==> src/rtl/flash_lock_pkg.sv <==
package flash_lock_pkg;
  typedef enum logic [1:0] {
    ACC_RD  = 2'd0,
    ACC_WR  = 2'd1,
    ACC_ER  = 2'd2,
    ACC_RSV = 2'd3
  } acc_e;

  typedef struct packed {
    logic grant;
    logic sub;
    logic err;
  } lock_resp_t;
endpackage

==> src/rtl/flash_lock_policy.sv <==
module flash_lock_policy
  import flash_lock_pkg::*;
(
  input  logic       req_vld_i,
  input  acc_e       acc_i,
  input  logic       dbg_src_i,
  input  logic       scratch_i,
  input  logic       sw_wen_i,
  input  logic       rd_open_i,
  input  logic       wr_open_i,
  input  logic       in_sec_i,
  output lock_resp_t resp_o
);
  always_comb begin
    resp_o = '0;
    if (req_vld_i) begin
      unique case (acc_i)
        ACC_RD: begin
          resp_o.grant = dbg_src_i ? rd_open_i : 1'b1;
          resp_o.sub   = dbg_src_i & ~rd_open_i;
        end
        ACC_WR: resp_o.grant = dbg_src_i ? wr_open_i : sw_wen_i;
        ACC_ER: begin
          if (dbg_src_i) begin
            resp_o.grant = wr_open_i;
          end else begin
            resp_o.err   = ~scratch_i & in_sec_i;
            resp_o.grant = ~resp_o.err;
          end
        end
        default: resp_o = '0;
      endcase
    end
  end
endmodule

==> config.mk <==
export PLATFORM = sky130hd
export DESIGN_NAME = flash_lock_policy
export DESIGN_NICKNAME = d
export VERILOG_FILES = /design/src/rtl/flash_lock_pkg.sv /design/src/rtl/flash_lock_policy.sv
export SDC_FILE = /design/constraint.sdc
export NUM_CORES = 1
export LEC_CHECK = 0
export BUFFER_PORTS_ARGS = -buffer_cell sky130_fd_sc_hd__buf_2
export CELL_PAD_IN_SITES_DETAIL_PLACEMENT = 0
export CELL_PAD_IN_SITES_GLOBAL_PLACEMENT = 1
export CORE_AREA = 2 2 39 41
export DETAILED_ROUTE_END_ITERATION = 6
export DIE_AREA = 0 0 41 43
export PLACE_DENSITY = 0.31
export SYNTH_ARGS = -nofsm -noshare
export SYNTH_HDL_FRONTEND = slang
export SYNTH_SLANG_ARGS = --single-unit
==> constraint.sdc <==
create_clock -name vclk -period 2
set_input_delay 0.6 -clock vclk [all_inputs]
set_output_delay 0.6 -clock vclk [all_outputs]
set_load 0.005 [all_outputs]
### Yosys cells after proc, flatten, opt, wreduce, memory -nomap -nowiden

Cells that the tools add are included.

* register bits after elaboration: 0
* latch bits: 0
* RAM bits: 0
* memory bits (read-only): 0
* bits of input ports: 9
* word-level logic and storage cells: 16
* memories: 0

* add/subtract/negate cells: 0
* $mul: 0
* div/mod/pow operators: 0
* order comparisons: 0
* equality and inequality tests: 2
* shift-type cells: 0
* muxes and demuxes: 8
* bitwise operators: 5
* reductions and logical operators: 1

Operators by type and width (number)
* 1-bit two-way mux: 6
* 3-bit two-way mux: 1
* 1-bit NOT: 3
* 1-bit case mux with 3 select lines: 1
* 1-bit bitwise AND: 2
* 2-bit by 1-bit equality test with 1-bit output (second input constant): 1
* 2-bit equality test (second input constant): 1
* 2-bit zero test: 1

### Logic depth before layout (Yosys ltp)

* word-level depth: 6
* gate-level depth with buffers: 3
* depth with buffers taken out: 3

### Worst setup path after synthesis

No wires, ideal clock.

* kind: input port to output port
* start point: in scratch_i
* end point: out resp_o[2] (netlist bit)
* data arrival time: 1.209 ns
* required time: 1.400 ns
* setup slack: 0.191 ns
* cell stages on the path: 3
* buffers on the path: 0
* path through: nand3b_1 mux2_2 o211a_1

RTL lines
* start, declared: RTL line flash_lock_policy.sv:7 `input logic scratch_i,`
* end, declared: RTL line flash_lock_policy.sv:12 `output lock_resp_t resp_o`

==> results.md <==
- All-Layer GR Usage: 0.0410
- Achievable frequency: 490 MHz
- Synth top area share: 0.153
- Routability cong.: 0.621
- # rows: 14
- Hold Path Depth: 3
- Total power: 0.0292 mW
- Yosys warnings: 0
- DR vias/cell: 3.29
- Bufs and invs on worst path: 2
- CP max FO: 2
- Routed WL per cell: 8.61 um
- Net count after synthesis: 19
- DRT Wirelength: 353 um
- IO Port Bufs: 12
- Area post-placement: 169 um^2
- Synth unique cells: 10
- RSZ-0062 raised after global routing: yes
- TritonRoute pass-1 iters: 2
- Drt drc: 0
- Proportion of layout cells with a drive suffix above 1: 0.680
- I/O Pins: 12
- Hold Path End: resp_o[1]
- Die Y: 43 um
- Initial Utilization: 0.0533
- Total grt overflow: 0
- Antenna Nets Post-Route: 0
- Initial antenna violation count: 0
- Switching part of the total: 0.388
- Total Die Area: 0.00176 mm^2
- WP data required: 1.40 ns
- Comb power frac: 1.000
- Final Setup Violations: 1
- Post-synthesis cell area: 73.8 um^2
- Via Count: 135
- Period minus WS final: 2.04 ns
- Largest net degree at the start of global routing: 6
- Sequential Power Share: 0
- Crit-path cells: buf_6 > nand3b_1 > mux2_4 > o211a_1 > buf_2
- # clk buffers: 0
- Non-Filler Instances: 41
- Pint: 0.0178 mW
- Peak supply drop: 47.1 uV
- Worst EP arrival: 1.44 ns
- Failing checks: negative setup slack
- Post-layout util: 0.138
- Status: finished with violations
- Startpoint Class: input pin
- CP delay by family, top: multiplexers
- Synth-to-layout area growth: 159%
- Core Box Area: 0.00138 mm^2
- Setup CP Type: input pin to output port
- First-pass GRT wire length: 531 um
- Iteration-0 DRC Markers: 5
- Crit path largest cell delay: 0.28 ns
- Pre-CTS setup slack: -0.0555 ns
- Antenna fix cells: 0
- Register area: 0 um^2
- Tcrit/Tclk final: 1.02
- Area contributors post-synth: mux2_2, o211a_1, nor4b_1
- Rel. slew slack: 0.784
- Crit path capture type: output port
- Leak: 0.100 nW
- Final Max Tran Viols: 0
- Fin Hold WS: 1.46 ns
- P per Cell Area: 152 mW/mm^2
- HP Start: rd_open_i
- Final #Nets: 36
- Cells after Synth: 10
- Post-synth top area cell: mux2_2
- Switching Power: 0.0113 mW
- Final instance area: 191 um^2
- Mean area per synthesized cell: 7.38 um^2
- Final Hold Viols: 0
- Placed insts: 40
- Sequential area share after synthesis: 0
- Max_cap viols: 0
- Setup tns final: -0.0409 ns
- Power share of the clock group: 0
- Actual transition at the worst max-transition pin: 0.320 ns
- Die X: 41 um
- Detail Placement HPWL: 303 um
- HP Class: input pin to output port
- Number of global-route vias before repair: 139
- Setup ws final: -0.0409 ns
- Slowest-stage cell, CP: mux2_4
- Hold buffers post-CTS: 0
- Num sequential: 0
[layout make-up]
type | instances | area (um^2)
multi-input cells | 9 | 78.8
inverters | 1 | 3.75
fillers | 161 | 1190
repair buffers | 15 | 88.8
well taps | 16 | 20.0
[tightest hold or removal path, stage by stage]
cell	delay, ns
buf_2	0.09
nor4b_1	0.04
buf_2	0.12
[worst max-delay path by stage]
stage	cells past startpoint	from	to	slack [ns]
2_1_floorplan	3	scratch_i	resp_o[2]	0.19
3_3_place_gp	5	scratch_i	resp_o[2]	-0.06
3_5_place_dp	5	scratch_i	resp_o[2]	-0.06
4_1_cts	5	scratch_i	resp_o[2]	-0.05
5_1_grt	5	scratch_i	resp_o[2]	-0.08
6_report	5	scratch_i	resp_o[2]	-0.04
[cell families after synthesis]
family	synth area share
compound gates	0.424
simple gates	0.373
mux	0.153
buf+inv	0.0508
[repair_timing]
item	in CTS	in global routing
setup endpoints to repair	1	2
gates resized for setup	0	3
setup buffers	1	0
[power groups by stage]
stage          clock [mW]  sequential (mW)  combinational, mW
3_3_place_gp            0                0             0.0250
4_1_cts                 0                0             0.0262
3_5_place_dp            0                0             0.0251
2_1_floorplan           0                0            0.00806
6_report                0                0             0.0292
5_1_grt                 0                0             0.0326
[placed cells by master, fill, tap and decap left out]
cell / Yosys / layout
buf_4: 0 / 3
buf_6: 0 / 1
o21ai_0: 1 / 1
inv_1: 1 / 1
buf_2: 0 / 11
mux2_4: 0 / 1
o211a_1: 1 / 1
nor3_2: 0 / 1
nor4b_1: 1 / 1
a21boi_0: 1 / 1
nand3b_1: 1 / 1
nand2b_1: 1 / 1
o311ai_0: 1 / 1
[metal layers]
| layer | up-vias | track usage | routed length (um) |
|---|---|---|---|
| met5 | - | 0 | 0 |
| met4 | 0 | 0 | 0 |
| met1 | 51 | 0.0759 | 207 |
| met3 | 0 | 0.0105 | 76 |
| met2 | 12 | 0.0469 | 70 |
| li1 | 72 | - | - |
Note: power is estimated with default switching activity, not from simulation.
